--- src/rtl/sd_blkwr_pkg.sv ---
package sd_blkwr_pkg;
    localparam int LANES = 4;

    typedef enum logic [3:0] {
        S_IDLE, S_LOAD, S_DATA, S_CRC, S_END,
        S_WTOK, S_TOK, S_TEND, S_BUSY
    } wr_st_e;

    localparam logic [1:0] STAT_OK  = 2'b00;
    localparam logic [1:0] STAT_CRC = 2'b01;
    localparam logic [1:0] STAT_TMO = 2'b10;

    localparam logic [2:0] TOK_ACCEPT = 3'b010;
endpackage

--- src/rtl/sd_blkwr_crc16.sv ---
// One line's CRC-16: updates with a data bit, or shifts out toward msb.
module sd_blkwr_crc16 #(
    parameter logic [15:0] POLY = 16'h1021
) (
    input  logic clk,
    input  logic rst_n,
    input  logic clr,
    input  logic upd,
    input  logic shf,
    input  logic din,
    output logic msb
);
    logic [15:0] crc_d, crc_q;
    logic        fb;

    always_comb begin
        fb    = din ^ crc_q[15];
        crc_d = crc_q;
        if (clr)
            crc_d = '0;
        else if (upd)
            crc_d = {crc_q[14:0], 1'b0} ^ (fb ? POLY : 16'h0000);
        else if (shf)
            crc_d = {crc_q[14:0], 1'b0};
    end

    always_ff @(posedge clk or negedge rst_n) begin
        if (!rst_n) crc_q <= '0;
        else        crc_q <= crc_d;
    end

    assign msb = crc_q[15];
endmodule

--- src/rtl/sd_blkwr_tmr.sv ---
// Tick counter that flags when an incremented count reaches the limit.
module sd_blkwr_tmr #(
    parameter int W = 16
) (
    input  logic         clk,
    input  logic         rst_n,
    input  logic         clr,
    input  logic         inc,
    input  logic [W-1:0] limit,
    output logic         hit
);
    logic [W-1:0] cnt_d, cnt_q;
    logic [W:0]   nxt;

    always_comb begin
        nxt   = {1'b0, cnt_q} + {{W{1'b0}}, 1'b1};
        cnt_d = cnt_q;
        if (clr)      cnt_d = '0;
        else if (inc) cnt_d = nxt[W-1:0];
    end

    assign hit = inc && !clr && (nxt >= {1'b0, limit});

    always_ff @(posedge clk or negedge rst_n) begin
        if (!rst_n) cnt_q <= '0;
        else        cnt_q <= cnt_d;
    end
endmodule

--- src/rtl/sd_blkwr.sv ---
module sd_blkwr
    import sd_blkwr_pkg::*;
#(
    parameter int LEN_W = 12,
    parameter int CNT_W = 8,
    parameter int TMO_W = 16
) (
    input  logic             clk,
    input  logic             rst_n,
    input  logic             tick,
    input  logic             start,
    input  logic             wide4,
    input  logic [LEN_W-1:0] blk_len,
    input  logic [CNT_W-1:0] blk_cnt,
    input  logic [TMO_W-1:0] tmo_limit,
    input  logic [7:0]       byte_data,
    input  logic             byte_valid,
    output logic             byte_ready,
    output logic [3:0]       dat_out,
    output logic [3:0]       dat_oe,
    input  logic [3:0]       dat_in,
    output logic             busy,
    output logic             blk_done,
    output logic [1:0]       blk_stat,
    output logic             xfer_done
);
    localparam logic [LEN_W-1:0] LEN_ONE = LEN_W'(1);
    localparam logic [CNT_W-1:0] CNT_ONE = CNT_W'(1);
    localparam logic [3:0]       CRC_LAST = 4'd15;

    typedef struct packed {
        wr_st_e           st;
        logic             wide;
        logic [LEN_W-1:0] len_cfg;
        logic [LEN_W-1:0] len_left;
        logic [CNT_W-1:0] blk_left;
        logic [2:0]       slice;
        logic [7:0]       sh;
        logic [7:0]       buf_b;
        logic             buf_full;
        logic [3:0]       bitcnt;
        logic [2:0]       tok;
        logic [3:0]       out;
        logic [3:0]       oe;
        logic             done;
        logic             xdone;
        logic [1:0]       stat;
    } regs_t;

    regs_t r_d, r_q;

    logic             crc_clr, crc_upd, crc_shf;
    logic [LANES-1:0] crc_din, crc_msb;
    logic             tmr_clr, tmr_inc, tmr_hit;

    // Per-line CRC generators
    for (genvar l = 0; l < LANES; l++) begin : g_lane
        sd_blkwr_crc16 u_crc (
            .clk   (clk),
            .rst_n (rst_n),
            .clr   (crc_clr),
            .upd   (crc_upd),
            .shf   (crc_shf),
            .din   (crc_din[l]),
            .msb   (crc_msb[l])
        );
    end

    sd_blkwr_tmr #(.W(TMO_W)) u_tmr (
        .clk   (clk),
        .rst_n (rst_n),
        .clr   (tmr_clr),
        .inc   (tmr_inc),
        .limit (tmo_limit),
        .hit   (tmr_hit)
    );

    assign byte_ready = !r_q.buf_full &&
                        ((r_q.st == S_LOAD) ||
                         ((r_q.st == S_DATA) && ((r_q.slice == 3'd0) || (r_q.len_left > LEN_ONE))));

    logic [7:0] cur;
    logic       last;
    logic       fin;
    logic [1:0] fin_stat;

    always_comb begin
        r_d      = r_q;
        r_d.done  = 1'b0;
        r_d.xdone = 1'b0;
        crc_clr  = 1'b0;
        crc_upd  = 1'b0;
        crc_shf  = 1'b0;
        crc_din  = '0;
        tmr_clr  = 1'b0;
        tmr_inc  = 1'b0;
        cur      = 8'h00;
        last     = 1'b0;
        fin      = 1'b0;
        fin_stat = STAT_OK;

        if (byte_valid && byte_ready) begin
            r_d.buf_b    = byte_data;
            r_d.buf_full = 1'b1;
        end

        case (r_q.st)
            S_IDLE: if (start) begin
                r_d.wide     = wide4;
                r_d.len_cfg  = blk_len;
                r_d.blk_left = blk_cnt;
                r_d.st       = S_LOAD;
            end
            S_LOAD: if (tick) begin
                r_d.out      = 4'b0000;
                r_d.oe       = r_q.wide ? 4'b1111 : 4'b0001;
                r_d.len_left = r_q.len_cfg;
                r_d.slice    = 3'd0;
                crc_clr      = 1'b1;
                r_d.st       = S_DATA;
            end
            S_DATA: if (tick && (r_q.slice != 3'd0 || r_q.buf_full)) begin
                cur = (r_q.slice == 3'd0) ? r_q.buf_b : r_q.sh;
                if (r_q.slice == 3'd0) r_d.buf_full = 1'b0;
                crc_upd = 1'b1;
                if (r_q.wide) begin
                    r_d.out = cur[7:4];
                    crc_din = cur[7:4];
                    r_d.sh  = {cur[3:0], 4'h0};
                    last    = (r_q.slice == 3'd1);
                end else begin
                    r_d.out = {3'b111, cur[7]};
                    crc_din = {3'b000, cur[7]};
                    r_d.sh  = {cur[6:0], 1'b0};
                    last    = (r_q.slice == 3'd7);
                end
                r_d.slice = last ? 3'd0 : r_q.slice + 3'd1;
                if (last) begin
                    if (r_q.len_left == LEN_ONE) begin
                        r_d.st     = S_CRC;
                        r_d.bitcnt = 4'd0;
                    end else begin
                        r_d.len_left = r_q.len_left - LEN_ONE;
                    end
                end
            end
            S_CRC: if (tick) begin
                crc_shf    = 1'b1;
                r_d.out    = r_q.wide ? crc_msb : {3'b111, crc_msb[0]};
                r_d.bitcnt = r_q.bitcnt + 4'd1;
                if (r_q.bitcnt == CRC_LAST) r_d.st = S_END;
            end
            S_END: if (tick) begin
                r_d.out = 4'b1111;
                tmr_clr = 1'b1;
                r_d.st  = S_WTOK;
            end
            S_WTOK: if (tick) begin
                r_d.oe = 4'b0000;
                if (!dat_in[0]) begin
                    r_d.st     = S_TOK;
                    r_d.bitcnt = 4'd0;
                end else begin
                    tmr_inc = 1'b1;
                    if (tmr_hit) begin
                        fin      = 1'b1;
                        fin_stat = STAT_TMO;
                    end
                end
            end
            S_TOK: if (tick) begin
                r_d.tok    = {r_q.tok[1:0], dat_in[0]};
                r_d.bitcnt = r_q.bitcnt + 4'd1;
                if (r_q.bitcnt == 4'd2) r_d.st = S_TEND;
            end
            S_TEND: if (tick) begin
                if (r_q.tok == TOK_ACCEPT) begin
                    tmr_clr = 1'b1;
                    r_d.st  = S_BUSY;
                end else begin
                    fin      = 1'b1;
                    fin_stat = STAT_CRC;
                end
            end
            S_BUSY: if (tick) begin
                if (dat_in[0]) begin
                    fin      = 1'b1;
                    fin_stat = STAT_OK;
                end else begin
                    tmr_inc = 1'b1;
                    if (tmr_hit) begin
                        fin      = 1'b1;
                        fin_stat = STAT_TMO;
                    end
                end
            end
            default: r_d.st = S_IDLE;
        endcase

        if (fin) begin
            r_d.done = 1'b1;
            r_d.stat = fin_stat;
            if (fin_stat == STAT_OK && r_q.blk_left > CNT_ONE) begin
                r_d.blk_left = r_q.blk_left - CNT_ONE;
                r_d.st       = S_LOAD;
            end else begin
                r_d.xdone = 1'b1;
                r_d.st    = S_IDLE;
            end
        end
    end

    always_ff @(posedge clk or negedge rst_n) begin
        if (!rst_n) r_q <= '0;
        else        r_q <= r_d;
    end

    assign dat_out   = r_q.out;
    assign dat_oe    = r_q.oe;
    assign busy      = (r_q.st != S_IDLE);
    assign blk_done  = r_q.done;
    assign blk_stat  = r_q.stat;
    assign xfer_done = r_q.xdone;
endmodule

--- config.mk ---
export PLATFORM = sky130hd
export DESIGN_NAME = sd_blkwr
export DESIGN_NICKNAME = d
export VERILOG_FILES = /design/src/rtl/sd_blkwr_pkg.sv /design/src/rtl/sd_blkwr_crc16.sv /design/src/rtl/sd_blkwr_tmr.sv /design/src/rtl/sd_blkwr.sv
export SDC_FILE = /design/constraint.sdc
export NUM_CORES = 1
export LEC_CHECK = 0
export ABC_AREA = 0
export BUFFER_PORTS_ARGS = -buffer_cell sky130_fd_sc_hd__buf_2
export CAP_MARGIN = 20
export CORE_MARGIN = 2
export CORE_UTILIZATION = 50
export CTS_CLUSTER_SIZE = 10
export DETAILED_ROUTE_END_ITERATION = 10
export HOLD_SLACK_MARGIN = 0.08
export PLACE_DENSITY_LB_ADDON = 0.05
export SLEW_MARGIN = 20
export SYNTH_ARGS = -nofsm -noshare
export SYNTH_HDL_FRONTEND = slang
export SYNTH_SLANG_ARGS = --single-unit
--- constraint.sdc ---
create_clock -name clk -period 3.1 [get_ports clk]
set_clock_uncertainty 0.05 [all_clocks]
set_input_delay 0.155 -clock clk [delete_from_list [all_inputs] [get_ports clk]]
set_output_delay 0.155 -clock clk [all_outputs]
set_load 0.03 [all_outputs]
After elaboration in Yosys (flattened, before gate mapping):

Cells that the tools add are included.

* word-level logic and storage cells: 216
* input bits: 54
* register bits after elaboration: 156

* mux-type cells: 108
* bitwise operators: 8
* reduce and logical (&&, ||, !) cells: 32
* eq/ne operators: 39
* add/sub/neg operators: 5
* magnitude comparators: 3

Operators with widths (number)
* 16-bit 2-to-1 mux: 14
* 4-bit 2-to-1 mux: 30
* 16-bit XOR: 4
* 8-bit 2-to-1 mux: 7
* 13-bit 2-to-1 mux: 4
* 12-bit 2-to-1 mux: 4
* 4-bit case mux with 9 select lines: 1
* 3-bit inequality test, second input constant: 11
* 4-bit case mux with 4 select lines: 2
* 1-bit 2-to-1 mux: 28
* 12-bit case mux with 2 select lines: 1
* 16-bit by 1-bit adder with 17-bit output, second input constant: 1
* 17-bit by 16-bit >= comparator with 1-bit output: 1
* 17-bit 2-to-1 mux: 1
* 4-bit by 3-bit equality test with 1-bit output, second input constant: 4
* 2-bit inequality test, second input constant: 8
* 15-bit AND reduction: 1
* 12-bit by 1-bit equality test with 1-bit output, second input constant: 1
* 4-bit by 2-bit equality test with 1-bit output, second input constant: 3
* 12-bit by 1-bit > comparator with 1-bit output, second input constant: 1
* 4-bit nonzero test: 3
* 12-bit by 1-bit subtractor with 12-bit output, second input constant: 1
* 11-bit 2-to-1 mux: 1
* 2-bit 2-to-1 mux: 5
* 32 further kinds: 58

Depth between registers and ports, before layout:

Gate-level depths: netlist of run 1.

* word-level depth: 15
* mapped depth: 14
* depth with buffers taken out: 14

Cells and area by module:

A second synthesis of run 1 with hierarchy kept.

* cell total of the unflattened synthesis: 909
* area total of the unflattened synthesis: 8401.8 µm²

Modules (own cells, without submodules)
* sd_blkwr: times used 1, cells each 466, area each 4254.1 µm²
* sd_blkwr_crc16: times used 4, cells each 70, area each 683.2 µm²
* sd_blkwr_tmr: times used 1, cells each 163, area each 1415.1 µm²

Least setup slack after synthesis of run 1:

No wires, ideal clock.

* kind: register -> register
* start point: register u_tmr.cnt_q[0]
* end point: register r_q[72] in the netlist's numbering
* cell stages (with the launch flop): 14
* required time: 2923 ps
* arrival: 3169 ps
* path buffers: 0
* path slack: -246 ps
* path through: dfrtp_1 ha_1 nand3_1 nor3_1 nor3b_1 xor2_1 ha_1 nand2_1 nor2_1 a211oi_1 o21ai_0 or3b_1 a211o_1 mux2i_1

* cells in the longest elaborated chain, start to end: 11
* elaborated cells on any way between the ends: 35
* classes of those cells: 1 x add/sub; 1 x order compare; 15 x eq/ne; 14 x mux; 4 x reduce/logical

Ends and longest elaborated chain
* start, declared: line sd_blkwr_tmr.sv:12 `logic [W-1:0] cnt_d, cnt_q;`
* start signal, assigned: line sd_blkwr_tmr.sv:26 `else cnt_q <= cnt_d;`
* 16-bit by 1-bit adder with 17-bit output (*): line sd_blkwr_tmr.sv:16 `nxt = {1'b0, cnt_q} + {{W{1'b0}}, 1'b1};`
* 17-bit by 16-bit >= comparator with 1-bit output (*): line sd_blkwr_tmr.sv:22 `assign hit = inc && !clr && (nxt >= {1'b0, limit});`
* 1-bit logical AND (*): line sd_blkwr_tmr.sv:22
* parallel branches: the longest is 8 deep, another holds 15-bit AND reduction
* end signal, assigned: line sd_blkwr.sv:215 `else r_q <= r_d;`
* end, declared: line sd_blkwr.sv:50 `regs_t r_d, r_q;`

Every way passes the cells marked *.
A chain may end at the register's enable or synchronous reset.

Worst setup path after layout of run 1:

* start point: register u_tmr.cnt_q[1]
* end point: register r_q[72] in the netlist's numbering

The elaborated chain is that of the path after synthesis.

==> impl_metrics.yaml, run 1 <==
final_layout:
  final_common_cell: "sky130_fd_sc_hd__nand2_1"
  syn_to_final_growth_pct: 24.06
  antenna_cells: 0
  layoutNonFillerInstCount: 1248
  drive_above_1_share: 0.2006
  design.final.nets: 1098
  final_cell_mix: "sky130_fd_sc_hd__nand2_1 (214), sky130_fd_sc_hd__dfrtp_1 (153), sky130_fd_sc_hd__o21ai_0 (105), sky130_fd_sc_hd__buf_2 (63), sky130_fd_sc_hd__buf_4 (50)"
  postLayoutCellArea_um2: 9864
placed_design:
  post-place-ws_ns: -0.1103
  dpl-instance-area_um2: 8668
  post-place-cells: 1171
  io_buffers: 64
  place.detailed.hpwl_um: 12480
  place.gp.congestion: 0.9162
synthesis:
  yosys_register_bits: 153
  yosys_warnings: 0
  synthesis.nets: 980
  synth_ff_type: "sky130_fd_sc_hd__dfrtp_1"
  synth_enable_flop_cells: 0
  syn_avg_cell_area_um2: 8.825
  synthesis.instances: 901
  async_flop_share: 1.000
  yosysSeqAreaShare: 0.4815
  yosysUniqueCellTypes: 62
  synthesis.area_um2: 7951
clock_tree:
  clock_tree.root_cell: "sky130_fd_sc_hd__clkbuf_16"
  insertion_delay_ns: 0.43
  cts_max_level: 4
  tritoncts: "yes"
  cts.path.max_buffers: 2
  cts.clk_slew.worst_paths_ns: 0.06
  cts.sinks: 153
  cts_buffer_count: 17
min_path:
  hp-start: "tick"
  hold_path.class: "input port to flop"
global_route:
  wire_length_of_the_first_global_routing_pass_um: 30970
  groute.usage.overall: 0.2311
  largest_net_degree_at_the_start_of_global_routing: 68
  grt-ovfl-total: 0
  first_global_vias: 6574
  grt_antenna_before_repair: 0
detailed_routing:
  avgViaCountPerCell: 5.396
  detailedRoute.firstIterationViolations: 539
  detail_route.first_pass.iterations: 5
  routedWlPerCell_um: 14.88
  num_vias: 6734
  finalWirelength_um: 18570
  remaining_drc_errors: 0
  drtAntennaViolNets: 0
worst_setup_path:
  critical_path_required_ns: 3.35
  critical_path_arrival_ns: 3.37
  worst_setup_path_startpoint: "u_tmr.cnt_q[1]"
  crit_fanout: 4
  regToRegStartpoint: "u_tmr.cnt_q[1]"
  worst-setup-path-type: "flop to flop"
  setup.worst_path.start_class: "flop"
  cp_endpoint_kind: "flop"
pwr:
  worst_ir_drop_vdd_v: 0.0005322
  comb_power_share: 0.370
  internal_power_mw: 5.220
  power_frac_seq: 0.380
  switching_power_mw: 3.331
  leakage_nw: 4.632
  power.density_cell_area_nw_per_um2: 866.9
  share_clk_of_total_power: 0.250
  power_switching_share: 0.3895
sta:
  setup-violations-final: 1
  slew_limit_headroom: 0.2877
  worst-slew-pin-transition_ns: 1.063
  clock.fmax_mhz: 320.9
  final_worst_path_setup_slack_ns: -0.01630
  finalHoldViolations: 0
  grt_setup_unrepaired: "true"
  finalSetupTns_ns: -0.01630
  finalWorstPathRequiredPeriod_ns: 3.116
  hold_slack_ns: 0.1203
  timing.final.max_slew_violations: 0
  final_min_period_over_clock_period: 1.005
floorplan:
  dieArea_um2: 16930
  num_io_pins: 68
  placeableCoreArea_um2: 15710
  initial_utilization: 0.5061
  core.rowCount: 46
  fp.dieH_um: 130.1
  fp.dieW_um: 130.1
outcome:
  run_status: "complete, but fails checks"
  violated_checks: "setup timing"
job:
  maxCapViolCount: 0
[per-stage QoR]
step	util	power, mW
floorplan	-	5.500
finish	0.6278	8.551
global route	0.6278	9.206
global placement	0.5517	6.210
detailed placement	0.5517	6.356
CTS	0.6171	8.592
[cell families (layout without fill, tap and decap cells)]
group / Yosys count / after routing / share of synthesized area
simple gates: 367 / 367 / 0.2052
fa+ha+maj: 25 / 25 / 0.03934
flops: 153 / 153 / 0.4815
xor+xnor: 27 / 27 / 0.02974
mux: 23 / 23 / 0.03116
compound gates: 219 / 219 / 0.1649
buf+inv: 87 / 218 / 0.04815
[state kept, by name (all words and copies together) (netlist names)]
register            cells
g_lane.u_crc.crc_q     64
r_q                    63
u_tmr.cnt_q            16
dat_out                 4
blk_stat                2
dat_oe                  2
blk_done                1
xfer_done               1
[layout make-up]
class / count / area, µm²
flip-flops and latches: 153 / 3829
multi-input cells: 661 / 3941
inverters: 36 / 135.1
repair buffers: 150 / 1086
fillers: 1339 / 5848
well taps: 216 / 270.3
clock inverters: 12 / 166.4
clock buffers: 20 / 436.7
[per-layer routing]
metal  track usage  routed length [µm]  share of wire  vias up
met5             0                   0              0        -
met3       0.04633                 766          0.041       26
met2        0.3708                8879           0.48      157
met1        0.3160                8612           0.46     3238
li1              -                   -              -     3313
met4       0.07780                 311          0.017        0
[final timing paths]
path	cells past startpoint	endpoint	slack, ns
hold / removal	2	r_q[75]	0.12
setup / recovery	13	r_q[72]	-0.02
max in group asynchronous	3	r_q[62]	1.87
setup reg to reg	13	r_q[72]	-0.02
min in group asynchronous	2	r_q[65]	0.24
hold reg to reg	2	r_q[35]	0.43
[power groups by stage]
stage	Combinational, mW	Sequential [mW]	Clock (mW)
2_1_floorplan	2.39	3.11	0
3_3_place_gp	2.98	3.23	0
3_5_place_dp	3.10	3.26	0
4_1_cts	3.16	3.24	2.19
5_1_grt	3.59	3.34	2.27
6_report	3.16	3.25	2.14
[critical path, cell delays in order (launching register included)]
cell	delay, ns
sky130_fd_sc_hd__dfrtp_1	0.43
sky130_fd_sc_hd__ha_4	0.18
sky130_fd_sc_hd__nand3_4	0.08
sky130_fd_sc_hd__nor3_4	0.26
sky130_fd_sc_hd__buf_6	0.16
sky130_fd_sc_hd__nand2_2	0.06
sky130_fd_sc_hd__xnor2_2	0.15
sky130_fd_sc_hd__ha_1	0.34
sky130_fd_sc_hd__a21o_1	0.20
sky130_fd_sc_hd__a21oi_2	0.12
sky130_fd_sc_hd__nand4_1	0.10
sky130_fd_sc_hd__or3b_4	0.43
sky130_fd_sc_hd__a211o_1	0.29
sky130_fd_sc_hd__mux2i_1	0.13
[timing repair]
| item | in CTS | in global routing |
|---|---|---|
| hold buffers | 31 | 0 |
| pin swaps | 8 | 19 |
| endpoints found under the setup margin | 8 | 8 |
| setup buffers | 10 | 4 |
| endpoints found under the hold margin | 96 | 0 |
| gates resized for setup | 10 | 27 |
[cell usage after synthesis, types with 4 or more instances]
cell type	count	area share
sky130_fd_sc_hd__dfrtp_1	153	0.48
sky130_fd_sc_hd__inv_1	35	0.017
sky130_fd_sc_hd__a31oi_1	5	0.0039
sky130_fd_sc_hd__xor2_1	10	0.011
sky130_fd_sc_hd__xnor2_1	17	0.019
sky130_fd_sc_hd__clkbuf_1	23	0.011
sky130_fd_sc_hd__nor2_1	44	0.021
sky130_fd_sc_hd__a21boi_0	4	0.0038
sky130_fd_sc_hd__a22oi_1	9	0.0085
sky130_fd_sc_hd__a21o_1	8	0.0076
sky130_fd_sc_hd__a21oi_1	30	0.019
sky130_fd_sc_hd__mux2i_1	9	0.011
sky130_fd_sc_hd__o21ai_1	9	0.0057
sky130_fd_sc_hd__nand3_1	33	0.021
sky130_fd_sc_hd__o31ai_1	9	0.0085
sky130_fd_sc_hd__ha_1	25	0.039
sky130_fd_sc_hd__nand2_1	217	0.10
sky130_fd_sc_hd__nor3_1	19	0.012
sky130_fd_sc_hd__a22o_1	8	0.0088
sky130_fd_sc_hd__mux2_2	14	0.020
sky130_fd_sc_hd__a211oi_1	4	0.0038
sky130_fd_sc_hd__nor2b_1	6	0.0047
sky130_fd_sc_hd__o221a_2	4	0.0057
sky130_fd_sc_hd__and3_1	7	0.0055
sky130_fd_sc_hd__nand4_1	6	0.0047
sky130_fd_sc_hd__o22ai_1	4	0.0031
sky130_fd_sc_hd__nand2b_1	9	0.0071
sky130_fd_sc_hd__buf_2	15	0.0094
sky130_fd_sc_hd__o21ai_0	108	0.068
sky130_fd_sc_hd__buf_4	10	0.0094
(Power assumes the default switching activity.)
==> inputs of run 2 (changes only) <==
==> constraint.sdc (replaced) <==
create_clock -name clk -period 3.08 [get_ports clk]
set_clock_uncertainty 0.05 [all_clocks]
set_input_delay 0.154 -clock clk [delete_from_list [all_inputs] [get_ports clk]]
set_output_delay 0.154 -clock clk [all_outputs]
set_load 0.03 [all_outputs]
==> run 2 against run 1 <==
  * The run still ends with setup timing left
  * Sequential cell count unchanged
  * First-iteration DRC count down 41%
  * Total power up 0.65%
  * Sequential power about the same
  * Clock power is essentially flat
  * Critical endpoint unchanged
  * Largest power group unchanged
==> impl_metrics.yaml, run 2 (synthesized netlist as in run 1, its figures left out) <==
pwr:
  leakage_nw: 4.585
  internal_power_mw: 5.242
  share_clk_of_total_power: 0.246
  power_switching_share: 0.3909
  power_frac_seq: 0.379
  power.density_cell_area_nw_per_um2: 880.4
  switching_power_mw: 3.365
  worst_ir_drop_vdd_v: 0.0005546
  comb_power_share: 0.376
clock_tree:
  cts.path.max_buffers: 2
  cts.sinks: 153
  clock_tree.root_cell: "sky130_fd_sc_hd__clkbuf_16"
  insertion_delay_ns: 0.43
  cts_max_level: 4
  cts.clk_slew.worst_paths_ns: 0.06
  cts_buffer_count: 17
  tritoncts: "yes"
global_route:
  first_global_vias: 6397
  groute.usage.overall: 0.2253
  grt-ovfl-total: 0
  largest_net_degree_at_the_start_of_global_routing: 90
  grt_antenna_before_repair: 0
  wire_length_of_the_first_global_routing_pass_um: 30340
floorplan:
  fp.dieH_um: 130.1
  dieArea_um2: 16930
  num_io_pins: 68
  placeableCoreArea_um2: 15710
  fp.dieW_um: 130.1
  initial_utilization: 0.5061
  core.rowCount: 46
final_layout:
  syn_to_final_growth_pct: 22.96
  final_common_cell: "sky130_fd_sc_hd__nand2_1"
  layoutNonFillerInstCount: 1242
  largest_registers: "g_lane.u_crc.crc_q: 64 flops, r_q: 63 flops, u_tmr.cnt_q: 16 flops"
  layout.area.seq_um2: 3830
  filler_cell_count: 1360
  final_cell_mix: "sky130_fd_sc_hd__nand2_1 (215), sky130_fd_sc_hd__dfrtp_1 (152), sky130_fd_sc_hd__o21ai_0 (104), sky130_fd_sc_hd__buf_2 (63), sky130_fd_sc_hd__buf_4 (44)"
  drive_above_1_share: 0.1949
  postLayoutCellArea_um2: 9777
  registers.top_by_ff_count: "g_lane.u_crc.crc_q"
  antenna_cells: 0
  multi_input_logic_area_um2: 3902
  largest_register_ffs: 64
  design.final.nets: 1092
worst_setup_path:
  cp_endpoint_kind: "flop"
  worst-setup-path-type: "flop to flop"
  critical_path_arrival_ns: 3.39
  crit_fanout: 4
  setup.worst_path.start_class: "flop"
  critical_path_required_ns: 3.34
sta:
  grt_setup_unrepaired: "true"
  slew_limit_headroom: 0.3319
  finalSetupTns_ns: -0.07018
  finalWorstPathRequiredPeriod_ns: 3.137
  finalHoldViolations: 0
  final_min_period_over_clock_period: 1.018
  final_worst_path_setup_slack_ns: -0.05694
  setup-violations-final: 3
  worst-slew-pin-transition_ns: 0.9975
  hold_slack_ns: 0.1082
  clock.fmax_mhz: 318.8
  timing.final.max_slew_violations: 0
detailed_routing:
  finalWirelength_um: 18070
  remaining_drc_errors: 0
  drtAntennaViolNets: 0
  num_vias: 6639
  detailedRoute.firstIterationViolations: 317
  routedWlPerCell_um: 14.55
  detail_route.first_pass.iterations: 5
  avgViaCountPerCell: 5.345
job:
  maxCapViolCount: 0
outcome:
  violated_checks: "setup timing"
  run_status: "complete, but fails checks"
placed_design:
  dpl-instance-area_um2: 8681
  post-place-cells: 1172
  place.detailed.hpwl_um: 12330
  place.gp.congestion: 0.9116
  io_buffers: 64
min_path:
  hold_path.class: "input port to flop"
-- run 2: worst paths after layout --
path / start / endpoint / slack (ns) / depth (start not counted)
min: tick / xfer_done / 0.11 / 3
min in group asynchronous: rst_n / r_q[39] / 0.30 / 2
min reg2reg: r_q[34] / r_q[34] / 0.42 / 2
max: u_tmr.cnt_q[0] / r_q[72] / -0.06 / 13
max reg2reg: u_tmr.cnt_q[0] / r_q[72] / -0.06 / 13
max in group asynchronous: rst_n / g_lane[1].u_crc.crc_q[10] / 1.78 / 3
-- run 2: timing repair --
action / in CTS / in global routing
buffers inserted: 2 / 5
hold buffers: 31 / 0
pin swaps: 14 / 19
resized for setup: 10 / 24
endpoints found under the setup margin: 8 / 8
hold endpoints to repair: 116 / 0
-- run 2: layout make-up --
| cell class | instances | area share |
|---|---|---|
| clock buffers | 18 | 0.04492 |
| clock inverters | 14 | 0.01625 |
| inverters | 36 | 0.01382 |
| multi-input cells | 661 | 0.3992 |
| flip-flops and latches | 153 | 0.3917 |
| well taps | 216 | 0.02764 |
| repair buffers | 144 | 0.1065 |
-- run 2: per-stage QoR --
stage	util	worst slack, ns	power (mW)
2_1_floorplan	-	0.01892	5.536
3_3_place_gp	0.5525	-0.09695	6.295
3_5_place_dp	0.5525	-0.1508	6.424
4_1_cts	0.6135	-0.09002	8.638
5_1_grt	0.6222	-0.1974	9.242
6_report	0.6222	-0.05694	8.607
-- run 2: power by group through the flow --
stage,Sequential [mW],Combinational (mW),Clock (mW)
final,3.26,3.23,2.11
after global routing,3.36,3.63,2.25
after CTS,3.25,3.22,2.17
after detailed placement,3.27,3.15,0
after global placement,3.25,3.05,0
after floorplan,3.13,2.41,0
-- run 2: layer usage --
| layer | wire [µm] | track usage | share of wire |
|---|---|---|---|
| met1 | 8559 | 0.3085 | 0.47 |
| met2 | 8720 | 0.3640 | 0.48 |
| met3 | 570 | 0.03936 | 0.032 |
| met4 | 221 | 0.07906 | 0.012 |
| met5 | 0 | 0 | 0 |
-- run 2: worst max-delay path: stages (launching register included) --
cell and delay (ns):
sky130_fd_sc_hd__dfrtp_1 0.40, sky130_fd_sc_hd__ha_4 0.17, sky130_fd_sc_hd__nand3_4 0.09, sky130_fd_sc_hd__nor3_4 0.24, sky130_fd_sc_hd__and3_1 0.22, sky130_fd_sc_hd__xor2_1 0.20
sky130_fd_sc_hd__ha_1 0.29, sky130_fd_sc_hd__a21oi_2 0.14, sky130_fd_sc_hd__nor2_1 0.04, sky130_fd_sc_hd__a211oi_1 0.17, sky130_fd_sc_hd__o21ai_1 0.13, sky130_fd_sc_hd__or3b_1 0.39
sky130_fd_sc_hd__a211o_1 0.34, sky130_fd_sc_hd__mux2i_1 0.13
==> inputs of run 3 (changes only) <==
==> constraint.sdc (replaced) <==
create_clock -name clk -period 3.9 [get_ports clk]
set_clock_uncertainty 0.05 [all_clocks]
set_input_delay 0.195 -clock clk [delete_from_list [all_inputs] [get_ports clk]]
set_output_delay 0.195 -clock clk [all_outputs]
set_load 0.03 [all_outputs]
==> run 3 against run 2 <==
  * Hold slack better by 0.044 ns
  * Utilization decreased by 2.8 points
  * Sequential share of layout area up 1.9 points
  * Setup slack better by 0.40 ns
  * The flow now finishes without violations
  * Register-to-register slack better by 0.40 ns
  * Die area is the same
==> impl_metrics.yaml, run 3 (synthesized netlist as in run 1, its figures left out) <==
outcome:
  run_status: "completed"
pwr:
  power.total_mw: 6.607
  worst_ir_drop_vdd_v: 0.0004519
  leakage_nw: 4.343
  power.density_cell_area_nw_per_um2: 708.1
final_layout:
  antenna_cells: 0
  design.final.nets: 1058
  drive_above_1_share: 0.1411
  final_common_cell: "sky130_fd_sc_hd__nand2_1"
  final_cell_mix: "sky130_fd_sc_hd__nand2_1 (217), sky130_fd_sc_hd__dfrtp_1 (153), sky130_fd_sc_hd__o21ai_0 (108), sky130_fd_sc_hd__buf_2 (63), sky130_fd_sc_hd__nor2_1 (44)"
  filler_cell_count: 1386
  largest_register_ffs: 64
  largest_registers: "g_lane.u_crc.crc_q: 64 flops, r_q: 63 flops, u_tmr.cnt_q: 16 flops"
  registers.top_by_ff_count: "g_lane.u_crc.crc_q"
  multi_input_logic_area_um2: 3754
  layout.area.seq_um2: 3829
  syn_to_final_growth_pct: 17.36
global_route:
  largest_net_degree_at_the_start_of_global_routing: 103
  first_global_vias: 6335
  grt_antenna_before_repair: 0
  grt-busiest-layer: "met2"
  global_route.usage.met3: 0.04346
  grt-ovfl-total: 0
  grt_met2_usage: 0.3628
  wire_length_of_the_first_global_routing_pass_um: 30130
  groute.usage.overall: 0.2243
  globalRouteMet1Util: 0.3056
clock_tree:
  cts.clk_slew.worst_paths_ns: 0.07
  cts_post_setup_buffers_inserted: 0
  cts.path.max_buffers: 2
  tritoncts: "yes"
  cts_buffer_count: 17
  cts.sinks: 153
  insertion_delay_ns: 0.42
  cts_max_level: 4
  clock_tree.root_cell: "sky130_fd_sc_hd__clkbuf_16"
  ctsResizeCount: 0
  number_of_buffers_inserted_for_hold_repair_after_clock_tree_synthesis: 31
sta:
  final_min_period_over_clock_period: 0.9114
  finalHoldViolations: 0
  finalWorstPathRequiredPeriod_ns: 3.554
  hold_slack_ns: 0.1527
  finalSetupTns_ns: 0
  clock.fmax_mhz: 281.3
  timing.final.max_slew_violations: 0
  final_worst_path_setup_slack_ns: 0.3455
  slew_limit_headroom: 0.3197
  grt_setup_unrepaired: "false"
  setup-violations-final: 0
  worst-slew-pin-transition_ns: 1.016
floorplan:
  placeableCoreArea_um2: 15710
  initial_utilization: 0.5061
  dieArea_um2: 16930
  num_io_pins: 68
  fp.dieW_um: 130.1
  fp.dieH_um: 130.1
  core.rowCount: 46
min_path:
  hold_path.class: "input port to flop"
  hold-path-endpoint: "r_q[75]"
  min_delay_path_depth: 2
  hp-start: "tick"
placed_design:
  place.detailed.hpwl_um: 11780
  place.gp.congestion: 0.9118
  io_buffers: 64
  post-place-ws_ns: 0.3409
job:
  maxCapViolCount: 0
detailed_routing:
  drtAntennaViolNets: 0
  remaining_drc_errors: 0
  avgViaCountPerCell: 5.410
  num_vias: 6535
  finalWirelength_um: 17520
  routedWlPerCell_um: 14.50
  detail_route.first_pass.iterations: 5
  detailedRoute.firstIterationViolations: 461
worst_setup_path:
  worst_r2r_path_depth: 13
  critical_path_required_ns: 4.16
  regToRegStartpoint: "u_tmr.cnt_q[0]"
  cp_endpoint_kind: "flop"
  critical_path_arrival_ns: 3.81
  setup.worst_path.start_class: "flop"
  rrSetupSlack_ns: 0.35
  crit_fanout: 6
  worst-setup-path-type: "flop to flop"
  rr_endpoint: "r_q[72]"
[run 3: worst max path at each step]
stage | slack [ns] | cells after the start | end | from
2_1_floorplan | 0.55 | 13 | r_q[72] | u_tmr.cnt_q[0]
3_3_place_gp | 0.41 | 13 | r_q[72] | u_tmr.cnt_q[0]
3_5_place_dp | 0.34 | 13 | r_q[72] | u_tmr.cnt_q[0]
4_1_cts | 0.35 | 13 | r_q[72] | u_tmr.cnt_q[0]
5_1_grt | 0.03 | 13 | r_q[74] | u_tmr.cnt_q[0]
6_report | 0.35 | 13 | r_q[72] | u_tmr.cnt_q[0]
[run 3: metrics by stage]
step	util	std cells	area [µm²]
5_1_grt	0.5939	1208	9331
6_report	0.5939	1208	9331
4_1_cts	0.5939	1208	9331
3_5_place_dp	0.5363	1145	8427
2_1_floorplan	-	901	7951
3_3_place_gp	0.5363	1145	8427
[run 3: metal layers]
layer,share of wire,up-vias
met5,0,-
met4,0.013,0
met3,0.042,19
met2,0.47,149
met1,0.48,3119
li1,-,3248
[run 3: worst max-delay path, cell delays in order, from the launching register on]
cell and delay, ns:
sky130_fd_sc_hd__dfrtp_1 0.42, sky130_fd_sc_hd__ha_1 0.21, sky130_fd_sc_hd__nand3_1 0.14, sky130_fd_sc_hd__nor3_1 0.35
sky130_fd_sc_hd__nor3b_1 0.29, sky130_fd_sc_hd__xor2_1 0.22, sky130_fd_sc_hd__ha_1 0.28, sky130_fd_sc_hd__nand2_1 0.10
sky130_fd_sc_hd__nor2_1 0.05, sky130_fd_sc_hd__a211oi_1 0.23, sky130_fd_sc_hd__o21ai_0 0.17, sky130_fd_sc_hd__or3b_1 0.46
sky130_fd_sc_hd__a211o_1 0.35, sky130_fd_sc_hd__mux2i_1 0.12
[run 3: cell type report]
| cell class | count | share of cell area |
|---|---|---|
| multi-input cells | 661 | 0.4023 |
| well taps | 216 | 0.02896 |
| inverters | 36 | 0.01448 |
| flip-flops and latches | 153 | 0.4103 |
| clock inverters | 11 | 0.01435 |
| clock buffers | 21 | 0.04934 |
| repair buffers | 110 | 0.08032 |
[run 3: where the power goes]
part           internal, mW  switching, mW
sequential             2.13          0.450
combinational         0.898           1.46
clock                 0.988          0.680
